### src/rtl/sfa_pkg.sv
package sfa_pkg;
  localparam int IDX_MAX_W = 8;

  // Strobes from the arbiter control to the datapath
  typedef struct packed {
    logic                 launch;
    logic [IDX_MAX_W-1:0] winIdx;
  } sfa_strobe_t;
endpackage

### src/rtl/sfa_ctrl.sv
module sfa_ctrl
  import sfa_pkg::*;
#(
  parameter int NUM_THREADS = 8,
  localparam int IDX_W = (NUM_THREADS > 1) ? $clog2(NUM_THREADS) : 1
) (
  input  logic                   clk,
  input  logic                   rst_n,
  input  logic [NUM_THREADS-1:0] reqValid,
  output logic [NUM_THREADS-1:0] grant,
  output sfa_strobe_t            strobe
);
  logic [IDX_W-1:0] prioPtr;
  logic             found;
  logic [IDX_W-1:0] winIdx;

  // Search upward from the pointer, wrapping at the top
  always_comb begin
    found  = 1'b0;
    winIdx = '0;
    for (int i = 0; i < NUM_THREADS; i++) begin
      int cand;
      cand = int'(prioPtr) + i;
      if (cand >= NUM_THREADS) cand = cand - NUM_THREADS;
      if (!found && reqValid[cand]) begin
        found  = 1'b1;
        winIdx = IDX_W'(cand);
      end
    end
  end

  always_comb begin
    grant = '0;
    if (found) grant[winIdx] = 1'b1;
    strobe.launch = found;
    strobe.winIdx = IDX_MAX_W'(winIdx);
  end

  always_ff @(posedge clk) begin
    if (!rst_n) begin
      prioPtr <= '0;
    end else if (found) begin
      if (int'(winIdx) == NUM_THREADS - 1) prioPtr <= '0;
      else                                 prioPtr <= winIdx + 1'b1;
    end
  end
endmodule

### src/rtl/sfa_datapath.sv
module sfa_datapath
  import sfa_pkg::*;
#(
  parameter int NUM_THREADS = 8,
  parameter int LATENCY     = 2,
  parameter int DATA_W      = 16,
  parameter int TAG_W       = 5,
  localparam int IDX_W = (NUM_THREADS > 1) ? $clog2(NUM_THREADS) : 1,
  localparam int RES_W = 2 * DATA_W
) (
  input  logic                          clk,
  input  logic                          rst_n,
  input  sfa_strobe_t                   strobe,
  input  logic [NUM_THREADS*DATA_W-1:0] reqOpA,
  input  logic [NUM_THREADS*DATA_W-1:0] reqOpB,
  input  logic [NUM_THREADS*TAG_W-1:0]  reqTag,
  output logic                          resValid,
  output logic [IDX_W-1:0]              resThread,
  output logic [TAG_W-1:0]              resTag,
  output logic [RES_W-1:0]              resData
);
  logic [IDX_W-1:0]  selIdx;
  logic [DATA_W-1:0] selA, selB;
  logic [TAG_W-1:0]  selTag;

  assign selIdx = IDX_W'(strobe.winIdx);
  assign selA   = reqOpA[selIdx*DATA_W +: DATA_W];
  assign selB   = reqOpB[selIdx*DATA_W +: DATA_W];
  assign selTag = reqTag[selIdx*TAG_W +: TAG_W];

  logic             stValid [LATENCY];
  logic [IDX_W-1:0] stIdx   [LATENCY];
  logic [TAG_W-1:0] stTag   [LATENCY];
  logic [RES_W-1:0] stData  [LATENCY];

  // First stage: operand select and multiply
  always_ff @(posedge clk) begin
    if (!rst_n) stValid[0] <= 1'b0;
    else        stValid[0] <= strobe.launch;
    stIdx[0]  <= selIdx;
    stTag[0]  <= selTag;
    stData[0] <= RES_W'(selA) * RES_W'(selB);
  end

  // Remaining stages only carry the result along
  for (genvar k = 1; k < LATENCY; k++) begin : g_stage
    always_ff @(posedge clk) begin
      if (!rst_n) stValid[k] <= 1'b0;
      else        stValid[k] <= stValid[k-1];
      stIdx[k]  <= stIdx[k-1];
      stTag[k]  <= stTag[k-1];
      stData[k] <= stData[k-1];
    end
  end

  assign resValid  = stValid[LATENCY-1];
  assign resThread = stIdx[LATENCY-1];
  assign resTag    = stTag[LATENCY-1];
  assign resData   = stData[LATENCY-1];
endmodule

### src/rtl/shared_fu_arbiter.sv
module shared_fu_arbiter
  import sfa_pkg::*;
#(
  parameter int NUM_THREADS = 8,
  parameter int LATENCY     = 2,
  parameter int DATA_W      = 16,
  parameter int TAG_W       = 5,
  localparam int IDX_W = (NUM_THREADS > 1) ? $clog2(NUM_THREADS) : 1,
  localparam int RES_W = 2 * DATA_W
) (
  input  logic                          clk,
  input  logic                          rst_n,
  input  logic [NUM_THREADS-1:0]        reqValid,
  input  logic [NUM_THREADS*DATA_W-1:0] reqOpA,
  input  logic [NUM_THREADS*DATA_W-1:0] reqOpB,
  input  logic [NUM_THREADS*TAG_W-1:0]  reqTag,
  output logic [NUM_THREADS-1:0]        grant,
  output logic                          resValid,
  output logic [IDX_W-1:0]              resThread,
  output logic [TAG_W-1:0]              resTag,
  output logic [RES_W-1:0]              resData
);
  sfa_strobe_t strobe;

  sfa_ctrl #(.NUM_THREADS(NUM_THREADS)) ctrl_i (
    .clk(clk), .rst_n(rst_n), .reqValid(reqValid),
    .grant(grant), .strobe(strobe)
  );

  sfa_datapath #(
    .NUM_THREADS(NUM_THREADS), .LATENCY(LATENCY),
    .DATA_W(DATA_W), .TAG_W(TAG_W)
  ) dp_i (
    .clk(clk), .rst_n(rst_n), .strobe(strobe),
    .reqOpA(reqOpA), .reqOpB(reqOpB), .reqTag(reqTag),
    .resValid(resValid), .resThread(resThread),
    .resTag(resTag), .resData(resData)
  );
endmodule

### config.mk
export PLATFORM = sky130hd
export DESIGN_NAME = shared_fu_arbiter
export DESIGN_NICKNAME = d
export VERILOG_FILES = /design/src/rtl/sfa_pkg.sv /design/src/rtl/sfa_ctrl.sv /design/src/rtl/sfa_datapath.sv /design/src/rtl/shared_fu_arbiter.sv
export SDC_FILE = /design/constraint.sdc
export NUM_CORES = 1
export LEC_CHECK = 0
export CAP_MARGIN = 20
export CELL_PAD_IN_SITES_DETAIL_PLACEMENT = 1
export CELL_PAD_IN_SITES_GLOBAL_PLACEMENT = 1
export CORE_MARGIN = 4
export CORE_UTILIZATION = 41
export DETAILED_ROUTE_END_ITERATION = 8
export PLACE_DENSITY = 0.95
export SLEW_MARGIN = 20
export SYNTH_ARGS = -nofsm -noshare
export SYNTH_HDL_FRONTEND = slang
export SYNTH_SLANG_ARGS = --single-unit
### constraint.sdc
create_clock -name clk -period 20.2 [get_ports clk]
set_input_delay 4.04 -clock clk [delete_from_list [all_inputs] [get_ports clk]]
set_output_delay 4.04 -clock clk [all_outputs]
set_load 0.02 [all_outputs]
; ---- Word-level counts from Yosys, hierarchy flattened
; Memories as Yosys holds them, arrays and structs flattened.
; Cells that the tools add are included.
[word_totals]
reg_bits = 3
ramBits = 82
word_cells = 118
memories = 4
[mem_list]
columns = memory, words, width, rd, rd_clocked_by_memory_dff, wr, line_no
row1 = dp_i.stData, 2, 32, 2, 0, 2, sfa_datapath.sv:34  ; logic [RES_W-1:0] stData [LATENCY];
row2 = dp_i.stTag, 2, 5, 2, 0, 2, sfa_datapath.sv:33  ; logic [TAG_W-1:0] stTag [LATENCY];
row3 = dp_i.stIdx, 2, 3, 2, 0, 2, sfa_datapath.sv:32  ; logic [IDX_W-1:0] stIdx [LATENCY];
row4 = dp_i.stValid, 2, 1, 2, 0, 2, sfa_datapath.sv:31  ; logic stValid [LATENCY];
[op_classes]
magnitude_cmp = 18
add_sub_neg = 16
n_reduce_logical = 15
n_shift = 3
mul = 2
mux = 56
n_eq_ne = 1
n_bitwise = 2
[ops]
columns = operator, n
row1 = "< comparator 32 x 5 -> 1 bit, second input constant", 8
row2 = two-way mux 32 bit, 8
row3 = indexed part select 128 x 8 -> 16 bit, 2
row4 = ">= comparator 32 x 5 -> 1 bit, second input constant", 7
row5 = "subtractor 32 x 5 -> 32 bit, second input constant", 7
row6 = indexed part select 40 x 7 -> 5 bit, 1
row7 = multiplier 16 x 16 -> 32 bit, 1
row8 = two-way mux 1 bit, 29
row9 = two-way mux 3 bit, 9
row10 = binary-select mux 1 bit (select 3 bit), 8
row11 = "adder 3 x 3 -> 4 bit, second input constant", 4
row12 = "adder 3 x 2 -> 4 bit, second input constant", 2
row13 = logical AND 1 bit, 8
row14 = two-way mux 8 bit, 1
row15 = zero test 1 bit, 7
row16 = "multiplier 3 x 3 -> 6 bit, second input constant", 1
row17 = "subtractor 3 x 4 -> 5 bit, second input constant", 1
row18 = "adder 3 x 1 -> 4 bit, second input constant", 1
row19 = ">= comparator 3 x 4 -> 1 bit, second input constant", 1
row20 = "< comparator 3 x 4 -> 1 bit, second input constant", 1
row21 = "adder 3 x 1 -> 3 bit, second input constant", 1
row22 = demux 1 bit (select 3 bit), 1
row23 = "== test 3 x 1 -> 1 bit, second input constant", 1
row24 = ">= comparator 3 x 1 -> 1 bit, second input constant", 1
row25 = OR 1 bit, 2

; ---- Longest topological paths before layout
[depth]
ltp_word = 32
mapped_depth = 41
mapped_depth_nobuf = 33

; ---- Hierarchy
; Synthesis repeated with hierarchy kept, for this count alone.
[unflattened]
hier_cells = 1395
area_unflattened_um2 = 13913.3
[modules_own_cells]
columns = mod, cells_per_inst, seq_area_each_um2, n_inst, area_per_inst_um2
row1 = sfa_datapath, 1241, 1641.6, 1, 12448.2
row2 = sfa_ctrl, 154, 60.1, 1, 1465.2

; ---- Worst setup path before layout
; No wires, ideal clock.
[synth_path]
path_type = input-to-reg
from = in reqValid[7]
to = mem dp_i.stData[0][31] in the netlist's numbering
t_arrival_ns = 11.816
cell_stages = 34
t_required_ns = 20.080
slack_ns = 8.264
setup_time_ns = 0.120
n_path_buf = 6
cell_sequence = mux4_2 -> a311oi_1 -> a22oi_1 -> nor4b_4 -> a221oi_2 -> buf_6 -> buf_6 -> buf_6 -> buf_6 -> buf_6 -> nand2_1 -> o2111ai_2 -> nand4_2 -> buf_4 -> nor2_1 -> fa_1 -> inv_1 -> fa_1 -> fa_1 -> fa_1 -> inv_1 -> fa_1 -> inv_1 -> fa_1 -> inv_1 -> ha_1 -> a21o_1 -> a221oi_1 -> a311o_1 -> a31oi_1 -> a211oi_1 -> o21ai_0 -> a21oi_1 -> xnor2_1
[synth_lines]
columns = item, line_no
row1 = "start, declared", shared_fu_arbiter.sv:13  ; input logic [NUM_THREADS-1:0] reqValid,
row2 = "end, declared", sfa_datapath.sv:34

==> results.sh <==
export IMPL_status="finished clean"
export IMPL_r2r_end="dp_i.stData[0][31]"
export IMPL_syn_num_nets=2470
export IMPL_cts_sinks=85
export IMPL_drc_errors=0
export IMPL_start_util_pct=41.7
export IMPL_arrival_ns=15.02
export IMPL_cts_repair_resized=0
export IMPL_netlist_area_sq_mm=0.0149
export IMPL_tns_ns=0
export IMPL_die_x_microns=199
export IMPL_start_kind="input pin"
export IMPL_ys_async_sr_fraction_pct=0
export IMPL_clock_tree_buffer_depth=2
export IMPL_hold_viol_final=0
export IMPL_cp_common_cell="fa_1"
export IMPL_die_h_microns=199
export IMPL_ys_warn_count=0
export IMPL_antenna_found_initial=6
export IMPL_core_area_sq_mm=0.0357
export IMPL_min_to="dp_i.stData[0][49]"
export IMPL_rsz0062_at_grt="false"
export IMPL_die_area_sq_mm=0.0395
export IMPL_report_final_slew_viol_count=0
export IMPL_grt_pass1_wl_microns=93700
export IMPL_layout_drive_gt1_share_pct=3.79
export IMPL_wl_per_cell_microns=23.9
export IMPL_grt_max_degree=109
export IMPL_hp_class="reg -> reg"
export IMPL_clock_skew_final_ns=0.0199
export IMPL_r2r_slack_ns=7.95
export IMPL_max_stage_delay_ns=0.93
export IMPL_cp_data_required_time_ns=20.53
export IMPL_final_seq_area_sq_mm=0.00170
export IMPL_syn_mean_instance_area_sq_um=8.01
export IMPL_wirelength_microns=61200
export IMPL_synthFlopType="dfxtp_1"
export IMPL_rows=69
export IMPL_ctsHoldBuffers=0
export IMPL_vias_per_cell=5.85
export IMPL_fin_crit_sh_pct=72.7
export IMPL_cp_num_buf_inv=6
export IMPL_drtAntennaViolNets=0
export IMPL_finalSetupViolations=0
export IMPL_grt_ovfl_total=0
export IMPL_grt_usage_pct=30.8
export IMPL_cts_inserted_buffers=9
export IMPL_fmax_mhz=68.1
export IMPL_clk_insertion_delay_late_ns=0.40
export IMPL_crit_path_max_fanout=108
export IMPL_whs_path_depth=0
export IMPL_final_common_cell="clkdlybuf4s50_1"
export IMPL_netlist_instances=1862
export IMPL_crit_type="in -> reg"
export IMPL_synth_seq_area_share_pct=11.4
export IMPL_synth_seq_cells=85
export IMPL_worstRegToRegCells=31
export IMPL_port_buffers=354
export IMPL_ios=355
export IMPL_root_buffer="clkbuf_16"
export IMPL_maxCapViolations=0
export IMPL_nets=2689
export IMPL_postCtsSetupBuffers=0
export IMPL_routabilityCongestion=0.955
export IMPL_first_pass_iters=5
export IMPL_synth_cell_types=69
export IMPL_synth_edf_count=0
export IMPL_r2r_start="ctrl_i.prioPtr[0]"
export IMPL_hp_start="dp_i.stData[0][17]"
export IMPL_cp_top_family="adder cells"
export IMPL_htree_levels=3
export IMPL_fill_cells=4360
export IMPL_first_iter_violations=1219
export IMPL_crit_slowest_cell="buf_4"
export IMPL_vias=14900
export IMPL_end_kind="register"
export IMPL_cts_tree="built"
export IMPL_areaGrowthSynthToFinish_pct=23.6
export IMPL_slew_headroom_pct=27.9
export IMPL_period_needed_ns=14.69
export IMPL_multiInputGateArea_sq_mm=0.0112
export IMPL_post_dp_hpwl_microns=49300
export IMPL_clk_pin_slew_ns=0.09
export IMPL_most_common_layout_cells="clkdlybuf4s50_1 (354), nand2_1 (351), inv_1 (262), fa_1 (194), o21ai_0 (140)"
export IMPL_worst_pin_slew_ns=1.08
export IMPL_first_global_vias=16700
==> Yosys cell counts (3+ instances only) <==
cell	count	share of area, %
and4_1	28	1.6
nor3_1	9	0.30
o21a_1	4	0.20
nor2_1	117	2.9
xor2_1	9	0.53
buf_4	59	3.0
mux2_2	5	0.38
a22oi_1	5	0.25
ha_1	108	9.1
a21oi_1	22	0.74
o31ai_1	3	0.15
nand2_1	351	8.8
and3_1	8	0.34
o2111ai_1	25	1.5
or2_1	8	0.34
buf_6	23	1.7
nor2b_1	8	0.34
nand2b_1	17	0.71
a21o_1	8	0.40
a211oi_1	4	0.20
clkbuf_1	20	0.50
fa_1	194	26
a31oi_1	6	0.25
o21ai_0	140	4.7
xnor2_1	23	1.4
and2_1	34	1.4
nand4_1	84	3.5
o2111ai_2	7	0.70
mux2i_1	13	0.87
dfxtp_1	85	11
nand4_2	8	0.67
nand3_1	49	1.6
a32oi_1	6	0.35
inv_1	262	6.6
o21ai_1	4	0.13
mux4_2	11	1.7
buf_2	54	1.8
o31a_1	3	0.18
==> sequential cells by signal, summed over array words and instances (netlist names) <==
signal,flops
dp_i.stData,64
dp_i.stTag,10
dp_i.stIdx,6
ctrl_i.prioPtr,3
dp_i.stValid,2
==> worst max-delay path by stage <==
stage	startpoint	to	slack, ns	cells past startpoint
5_1_grt	reqValid[5]	dp_i.stData[0][31]	4.94	29
3_5_place_dp	reqValid[4]	dp_i.stData[0][31]	5.29	30
6_report	reqValid[4]	dp_i.stData[0][31]	5.51	30
4_1_cts	reqValid[4]	dp_i.stData[0][31]	5.68	30
3_3_place_gp	reqValid[4]	dp_i.stData[0][31]	5.77	29
2_1_floorplan	reqValid[7]	dp_i.stData[0][31]	8.26	34
==> cell families (layout without fill, tap and decap cells) <==
family                   count (synthesis)  count (layout)  synth area share (%)
AO/OA/AOI/OAI                          261             261                  11.3
XOR/XNOR                                32              32                  1.88
adder cells (fa/ha/maj)                302             302                  35.1
buffers and inverters                  420             644                  13.7
flip-flops                              85              85                  11.4
multiplexers                            30              30                  3.06
other                                    0               7                     0
AND/OR/NAND/NOR                        732             732                  23.5
==> metrics by stage <==
step / util, % / instance area (sq um) / hold WS, ns / std cells / setup slack, ns
global route: 51.5 / 18400 / 0.335 / 2554 / 4.94
finish: 51.5 / 18400 / 0.328 / 2554 / 5.51
floorplan: - / 14900 / 0.310 / 1862 / 8.26
global placement: 50.6 / 18100 / 0.311 / 2530 / 5.77
detailed placement: 50.6 / 18100 / 0.313 / 2530 / 5.29
CTS: 51.4 / 18400 / 0.328 / 2546 / 5.68
==> per-layer routing <==
layer  global-route usage, %  vias to the layer above  share of wire, %
li1                        -                     6512                 -
met2                    53.7                      802                49
met4                    15.9                        0               5.4
met1                    35.9                     7433                37
met5                       0                        -                 0
met3                    6.37                      199               8.0
==> layout make-up <==
type	count	area share, %
antenna	7	0.0951
clock buffer	9	1.22
clock inverter	7	0.319
inverter	264	5.38
multi-input combinational	1357	60.9
sequential	85	9.24
tap	461	3.13
timing repair buffer	364	19.7
Power is left out: the tool's default activity adds up to more than one toggle a clock period on the data nets, which glitch-free logic cannot reach.
